--- src/rtl/sched_pkg.sv ---
package sched_pkg;
  // Reason an entry was selected for dispatch.
  typedef enum logic [1:0] {
    PICK_OLDEST = 2'd0,
    PICK_HIT    = 2'd1,
    PICK_AGED   = 2'd2
  } pick_e;
endpackage

--- src/rtl/sched_pick.sv ---
// Finds the lowest set bit (lowest index = oldest entry).
module sched_pick #(
  parameter int DEPTH = 8,
  parameter int IDX_W = (DEPTH > 1) ? $clog2(DEPTH) : 1
) (
  input  logic [DEPTH-1:0] req,
  output logic             found,
  output logic [IDX_W-1:0] idx
);
  always_comb begin
    found = 1'b0;
    idx   = '0;
    for (int i = DEPTH - 1; i >= 0; i--) begin
      if (req[i]) begin
        found = 1'b1;
        idx   = IDX_W'(i);
      end
    end
  end
endmodule

--- src/rtl/sched_match.sv ---
// Per-entry hit and age-limit flags for the held entries.
module sched_match #(
  parameter int DEPTH     = 8,
  parameter int ROW_W     = 14,
  parameter int AGE_LIMIT = 31,
  parameter int AGE_W     = $clog2(AGE_LIMIT + 1),
  parameter int CNT_W     = $clog2(DEPTH + 1)
) (
  input  logic [DEPTH-1:0][ROW_W-1:0] rows,
  input  logic [DEPTH-1:0][AGE_W-1:0] ages,
  input  logic [CNT_W-1:0]            cnt,
  input  logic                        open_valid,
  input  logic [ROW_W-1:0]            open_row,
  output logic [DEPTH-1:0]            hit_vec,
  output logic [DEPTH-1:0]            aged_vec
);
  for (genvar g = 0; g < DEPTH; g++) begin : g_ent
    logic held;
    assign held        = CNT_W'(g) < cnt;
    assign hit_vec[g]  = held && open_valid && (rows[g] == open_row);
    assign aged_vec[g] = held && (ages[g] >= AGE_W'(AGE_LIMIT));
  end
endmodule

--- src/rtl/sched_window.sv ---
// Collapsing window: index 0 is always the oldest entry.
module sched_window #(
  parameter int DEPTH     = 8,
  parameter int ROW_W     = 14,
  parameter int COL_W     = 10,
  parameter int TAG_W     = 8,
  parameter int AGE_LIMIT = 31,
  parameter int AGE_W     = $clog2(AGE_LIMIT + 1),
  parameter int IDX_W     = (DEPTH > 1) ? $clog2(DEPTH) : 1,
  parameter int CNT_W     = $clog2(DEPTH + 1)
) (
  input  logic                        clk,
  input  logic                        rst,
  input  logic                        push,
  input  logic [ROW_W-1:0]            push_row,
  input  logic [COL_W-1:0]            push_col,
  input  logic [TAG_W-1:0]            push_tag,
  input  logic                        pop,
  input  logic [IDX_W-1:0]            pop_idx,
  output logic [DEPTH-1:0][ROW_W-1:0] rows,
  output logic [DEPTH-1:0][COL_W-1:0] cols,
  output logic [DEPTH-1:0][TAG_W-1:0] tags,
  output logic [DEPTH-1:0][AGE_W-1:0] ages,
  output logic [CNT_W-1:0]            cnt
);
  logic [DEPTH-1:0][ROW_W-1:0] row_q, row_n;
  logic [DEPTH-1:0][COL_W-1:0] col_q, col_n;
  logic [DEPTH-1:0][TAG_W-1:0] tag_q, tag_n;
  logic [DEPTH-1:0][AGE_W-1:0] age_q, age_n;
  logic [CNT_W-1:0]            cnt_q, cnt_n, base;
  logic [IDX_W-1:0]            sel;
  logic [AGE_W-1:0]            a;

  always_comb begin
    base  = pop ? cnt_q - CNT_W'(1) : cnt_q;
    cnt_n = base + CNT_W'(push);
    row_n = row_q;
    col_n = col_q;
    tag_n = tag_q;
    age_n = age_q;
    sel   = '0;
    a     = '0;
    for (int i = 0; i < DEPTH; i++) begin
      sel = IDX_W'(i);
      if (pop && (IDX_W'(i) >= pop_idx) && (i < DEPTH - 1)) sel = IDX_W'(i + 1);
      a        = age_q[sel];
      row_n[i] = row_q[sel];
      col_n[i] = col_q[sel];
      tag_n[i] = tag_q[sel];
      age_n[i] = (a == AGE_W'(AGE_LIMIT)) ? a : a + AGE_W'(1);
      if (push && (CNT_W'(i) == base)) begin
        row_n[i] = push_row;
        col_n[i] = push_col;
        tag_n[i] = push_tag;
        age_n[i] = '0;
      end
    end
  end

  always_ff @(posedge clk) begin
    if (rst) begin
      cnt_q <= '0;
      age_q <= '0;
    end else begin
      cnt_q <= cnt_n;
      age_q <= age_n;
    end
    row_q <= row_n;
    col_q <= col_n;
    tag_q <= tag_n;
  end

  assign rows = row_q;
  assign cols = col_q;
  assign tags = tag_q;
  assign ages = age_q;
  assign cnt  = cnt_q;
endmodule

--- src/rtl/row_hit_sched.sv ---
module row_hit_sched #(
  parameter int DEPTH     = 8,
  parameter int ROW_W     = 14,
  parameter int COL_W     = 10,
  parameter int TAG_W     = 8,
  parameter int AGE_LIMIT = 31
) (
  input  logic             clk,
  input  logic             rst,
  input  logic             mode_hit_first,
  input  logic             enq_valid,
  output logic             enq_ready,
  input  logic [ROW_W-1:0] enq_row,
  input  logic [COL_W-1:0] enq_col,
  input  logic [TAG_W-1:0] enq_tag,
  input  logic             ctrl_ready,
  output logic             disp_valid,
  output logic [ROW_W-1:0] disp_row,
  output logic [COL_W-1:0] disp_col,
  output logic [TAG_W-1:0] disp_tag,
  output logic             disp_hit
);
  import sched_pkg::*;

  localparam int AGE_W = $clog2(AGE_LIMIT + 1);
  localparam int IDX_W = (DEPTH > 1) ? $clog2(DEPTH) : 1;
  localparam int CNT_W = $clog2(DEPTH + 1);

  logic [DEPTH-1:0][ROW_W-1:0] rows;
  logic [DEPTH-1:0][COL_W-1:0] cols;
  logic [DEPTH-1:0][TAG_W-1:0] tags;
  logic [DEPTH-1:0][AGE_W-1:0] ages;
  logic [CNT_W-1:0]            cnt;
  logic [DEPTH-1:0]            hit_vec, aged_vec;
  logic                        hit_any, aged_any;
  logic [IDX_W-1:0]            hit_idx, aged_idx, pick_idx;
  logic                        open_valid;
  logic [ROW_W-1:0]            open_row;
  logic                        do_push, do_pop;
  pick_e                       why;

  assign enq_ready = cnt != CNT_W'(DEPTH);
  assign do_push   = enq_valid && enq_ready;
  assign do_pop    = ctrl_ready && (cnt != '0);

  sched_window #(
    .DEPTH(DEPTH), .ROW_W(ROW_W), .COL_W(COL_W), .TAG_W(TAG_W),
    .AGE_LIMIT(AGE_LIMIT), .AGE_W(AGE_W), .IDX_W(IDX_W), .CNT_W(CNT_W)
  ) u_win (
    .clk(clk), .rst(rst),
    .push(do_push), .push_row(enq_row), .push_col(enq_col), .push_tag(enq_tag),
    .pop(do_pop), .pop_idx(pick_idx),
    .rows(rows), .cols(cols), .tags(tags), .ages(ages), .cnt(cnt)
  );

  sched_match #(
    .DEPTH(DEPTH), .ROW_W(ROW_W), .AGE_LIMIT(AGE_LIMIT), .AGE_W(AGE_W), .CNT_W(CNT_W)
  ) u_match (
    .rows(rows), .ages(ages), .cnt(cnt),
    .open_valid(open_valid), .open_row(open_row),
    .hit_vec(hit_vec), .aged_vec(aged_vec)
  );

  sched_pick #(.DEPTH(DEPTH), .IDX_W(IDX_W)) u_pick_hit (
    .req(hit_vec), .found(hit_any), .idx(hit_idx)
  );

  sched_pick #(.DEPTH(DEPTH), .IDX_W(IDX_W)) u_pick_aged (
    .req(aged_vec), .found(aged_any), .idx(aged_idx)
  );

  always_comb begin
    why = PICK_OLDEST;
    if (mode_hit_first) begin
      if (aged_any)     why = PICK_AGED;
      else if (hit_any) why = PICK_HIT;
    end
    case (why)
      PICK_AGED: pick_idx = aged_idx;
      PICK_HIT:  pick_idx = hit_idx;
      default:   pick_idx = '0;
    endcase
  end

  always_ff @(posedge clk) begin
    if (rst) begin
      disp_valid <= 1'b0;
      disp_row   <= '0;
      disp_col   <= '0;
      disp_tag   <= '0;
      disp_hit   <= 1'b0;
      open_valid <= 1'b0;
      open_row   <= '0;
    end else begin
      disp_valid <= do_pop;
      if (do_pop) begin
        disp_row   <= rows[pick_idx];
        disp_col   <= cols[pick_idx];
        disp_tag   <= tags[pick_idx];
        disp_hit   <= hit_vec[pick_idx];
        open_valid <= 1'b1;
        open_row   <= rows[pick_idx];
      end
    end
  end
endmodule

--- config.mk ---
export PLATFORM = sky130hd
export DESIGN_NAME = row_hit_sched
export DESIGN_NICKNAME = d
export VERILOG_FILES = /design/src/rtl/sched_pkg.sv /design/src/rtl/sched_pick.sv /design/src/rtl/sched_match.sv /design/src/rtl/sched_window.sv /design/src/rtl/row_hit_sched.sv
export SDC_FILE = /design/constraint.sdc
export NUM_CORES = 1
export LEC_CHECK = 0
export BUFFER_PORTS_ARGS = -buffer_cell sky130_fd_sc_hd__buf_4
export CAP_MARGIN = 5
export CORE_MARGIN = 1.5
export CORE_UTILIZATION = 30
export DETAILED_ROUTE_END_ITERATION = 6
export GPL_TIMING_DRIVEN = 0
export SYNTH_ARGS = -nofsm -noshare
export SYNTH_HDL_FRONTEND = slang
export SYNTH_SLANG_ARGS = --single-unit
--- constraint.sdc ---
create_clock -name clk -period 9.2 [get_ports clk]
set_input_delay 0.46 -clock clk [delete_from_list [all_inputs] [get_ports clk]]
set_output_delay 0.46 -clock clk [all_outputs]
set_load 0.01 [all_outputs]
==> results.sh <==
export IMPL_grt_pass1_vias=14900
export IMPL_nets=1937
export IMPL_first_iter_violations=1811
export IMPL_core_um2=60700
export IMPL_start_kind="register"
export IMPL_routed_wirelength_mm=68.54
export IMPL_reg2reg_depth=17
export IMPL_max_vdd_ir_drop_v=0.0001774
export IMPL_drive_above_1_share=0.1954
export IMPL_synth_cell_types=70
export IMPL_clk_pin_slew_ns=0.06
export IMPL_path_max_fanout=20
export IMPL_fin_crit_ns=6.439
export IMPL_multi_input_area_um2=8722
export IMPL_synth_area_per_cell_um2=10.51
export IMPL_grt_overflow_total=0
export IMPL_worstReg2RegEnd="u_win.cols[54]"
export IMPL_synth_ff_latch_count=335
export IMPL_grt_use_total=0.2124
export IMPL_critical_path_endpoint_type="register"
export IMPL_fillers=5985
export IMPL_clock_sinks=335
export IMPL_rsz0062_at_grt="false"
export IMPL_path_cells="inv_1, ha_1, or2_2, a21oi_1, nand3_1, nor3_1, nor3b_1, a21oi_1, ha_1, or3b_4, o31a_1, buf_4, nor2_1, buf_4, clkbuf_1, nand2_2, buf_12"
export IMPL_cts_max_level=2
export IMPL_reg2reg_slack_ns=2.76
export IMPL_die_x_um=251.5
export IMPL_place_inst=2625
export IMPL_yosysTopAreaCellShare=0.4148
export IMPL_via_per_inst=5.648
export IMPL_tightest_slew_ns=1.097
export IMPL_fin_skew_ns=0.01835
export IMPL_num_rows=90
export IMPL_place_hpwl_mm=48.46
export IMPL_tns_ns=0
export IMPL_synthTopCellsByArea="edfxtp_1, mux2_2, dfxtp_1"
export IMPL_fin_cells=2696
export IMPL_areaGrowthSynthToFinish_pct=16.29
export IMPL_ant_nets=0
export IMPL_pin_count=72
export IMPL_r2r_start="u_win.cnt[1]"
export IMPL_min_to="u_win.tags[56]"
export IMPL_max_cap_violations=0
export IMPL_crit_required_ns=9.52
export IMPL_clock_path_buffers=3
export IMPL_syn_num_nets=1817
export IMPL_fmax_ghz=0.1553
export IMPL_cts_buffers=39
export IMPL_ctsHoldBuffers=0
export IMPL_vias=15230
export IMPL_slowest_delay_ns=0.69
export IMPL_synth_area_leader_cell="edfxtp_1"
export IMPL_antenna_found_initial=1
export IMPL_cts_tree="yes"
export IMPL_die_area_um2=63270
export IMPL_grt_max_degree=22
export IMPL_outcome="complete, no violations"
export IMPL_io_buffer_count=71
export IMPL_postCtsSetupBuffers=0
export IMPL_register_area_um2=9269
export IMPL_clock_latency_ns=0.58
export IMPL_finalPower_mw=7.786
export IMPL_synth_cells=1764
export IMPL_die_h_um=251.5
export IMPL_critical_path_class="reg2reg"
export IMPL_syn_area_um2=18530
export IMPL_ys_seq_area_frac=0.5002
export IMPL_cp_data_arrival_time_ns=6.75
export IMPL_power_density_nw_per_um2=361.3
export IMPL_route_detailed_drc=0
export IMPL_gp_congestion=0.9573
export IMPL_wl_per_cell_um=25.42
export IMPL_ys_flop_type="edfxtp_1"
export IMPL_p_leak_nw=7.607
export IMPL_synth_warnings=0
export IMPL_grt_pass1_wl_mm=99.55
export IMPL_slew_headroom=0.2658
export IMPL_min_delay_start="enq_tag[0]"
export IMPL_drv_slew=0
export IMPL_drtPass1Iterations=5
export IMPL_cts_resized=0
export IMPL_initial_core_util=0.3053
export IMPL_whs_path_depth=1
export IMPL_synth_edf_count=256
export IMPL_worstHoldPathType="in2reg"
export IMPL_diodes=0
export IMPL_cp_slowest_cell="nor3_1"
export IMPL_setup_viol=0
export IMPL_hold_viol_final=0
export IMPL_async_flop_share=0
export IMPL_period_share=0.6998
export IMPL_root_buffer="clkbuf_16"
==> cell families after synthesis <==
kind of cell,count (synthesis),synth area share
compound gates,333,0.1117
xor+xnor,134,0.06333
fa+ha+maj,16,0.01080
buf+inv,136,0.03065
flops,335,0.5002
mux,236,0.1437
simple gates,574,0.1396
==> cells in the mapped netlist, types with 6 or more instances <==
cell / count
nand2_1: 274
edfxtp_1: 256
mux2_2: 174
o21ai_0: 155
nor2_1: 100
clkbuf_1: 81
xor2_1: 81
dfxtp_1: 79
nor3_1: 70
a21oi_1: 59
mux2i_1: 55
xnor2_1: 53
o211ai_1: 32
buf_2: 31
nand3_1: 30
o32ai_1: 21
nand4_1: 18
nor4_1: 18
ha_1: 16
a31oi_1: 14
inv_1: 13
nor2b_1: 13
o22a_1: 12
or3_1: 12
and2_1: 9
and3_1: 7
a211oi_1: 6
buf_1: 6
==> worst max-delay path: cells and delay by family (launching register included) <==
kind            cells  cell delay [ns]
compound gates      3             0.78
buf+inv             5             1.48
fa+ha+maj           2             0.69
flops               1             0.46
simple gates        7             2.76
==> report_power, final <==
part	internal, mW	switching [mW]	total (mW)
clock	0.954	0.660	1.61
sequential	2.60	0.479	3.08
combinational	1.17	1.92	3.09
==> sequential cells by signal, summed over array words and instances (netlist names) <==
| signal | count |
|---|---|
| disp_col | 10 |
| disp_hit | 1 |
| disp_tag | 8 |
| disp_valid | 1 |
| open_row | 14 |
| open_valid | 1 |
| u_win.a | 5 |
| u_win.ages | 35 |
| u_win.cnt | 4 |
| u_win.cols | 80 |
| u_win.rows | 112 |
| u_win.tags | 64 |
==> per-layer routing <==
layer  global-route usage  vias up  wire (um)
met5                    0        -          8
met4              0.08830        2       2554
met1               0.2836     7505      28580
met3              0.03766      156       6145
met2               0.3390      854      31260
li1                     -     6710          -
==> worst max-delay path by stage <==
stage / from / to / slack, ns / cells after the start
after floorplan: open_row[6] / u_win.cols[0] / 2.89 / 17
final: u_win.cnt[1] / u_win.cols[54] / 2.76 / 17
after global placement: open_row[9] / u_win.tags[4] / -0.72 / 16
after global routing: u_win.cnt[1] / u_win.cols[54] / 2.39 / 19
after CTS: u_win.cnt[1] / u_win.cols[54] / 2.83 / 17
after detailed placement: u_win.cnt[1] / u_win.cols[54] / 2.85 / 17
==> cells in the final DEF, fill, tap and decap left out, types with 12 or more instances in the layout <==
master / count
buf_4: 76
xnor2_1: 53
ha_1: 16
o211ai_1: 32
o32ai_1: 21
edfxtp_1: 256
o22a_1: 12
nor2b_1: 13
mux2i_1: 55
a31oi_1: 14
clkbuf_16: 40
mux2_2: 174
xor2_1: 81
nand2_1: 268
o21ai_0: 154
a21oi_1: 59
inv_1: 13
nand4_1: 18
dfxtp_1: 79
nand3_1: 30
or3_1: 12
nor4_1: 18
nor2_1: 100
nor3_1: 70
buf_2: 31
clkbuf_1: 92
==> stage by stage <==
step           worst slack (ns)  utilization  hold WS [ns]  cell area [um2]
2_1_floorplan             2.890            -        0.4780            18530
3_3_place_gp            -0.7194       0.3302        0.5256            20040
3_5_place_dp              2.852       0.3337        0.5380            20250
4_1_cts                   2.832       0.3551        0.1066            21550
5_1_grt                   2.387       0.3551        0.1230            21550
6_report                  2.761       0.3551        0.1278            21550
==> final cells by class <==
cell class                 instances  area share
multi-input combinational       1293      0.4047
tap                              782     0.04540
timing repair buffer              79     0.03321
clock inverter                    15    0.008651
sequential                       335      0.4301
inverter                          13    0.002264
clock buffer                      56     0.05156
buffer                           123     0.02409
Power figures use the tool's default switching activity.
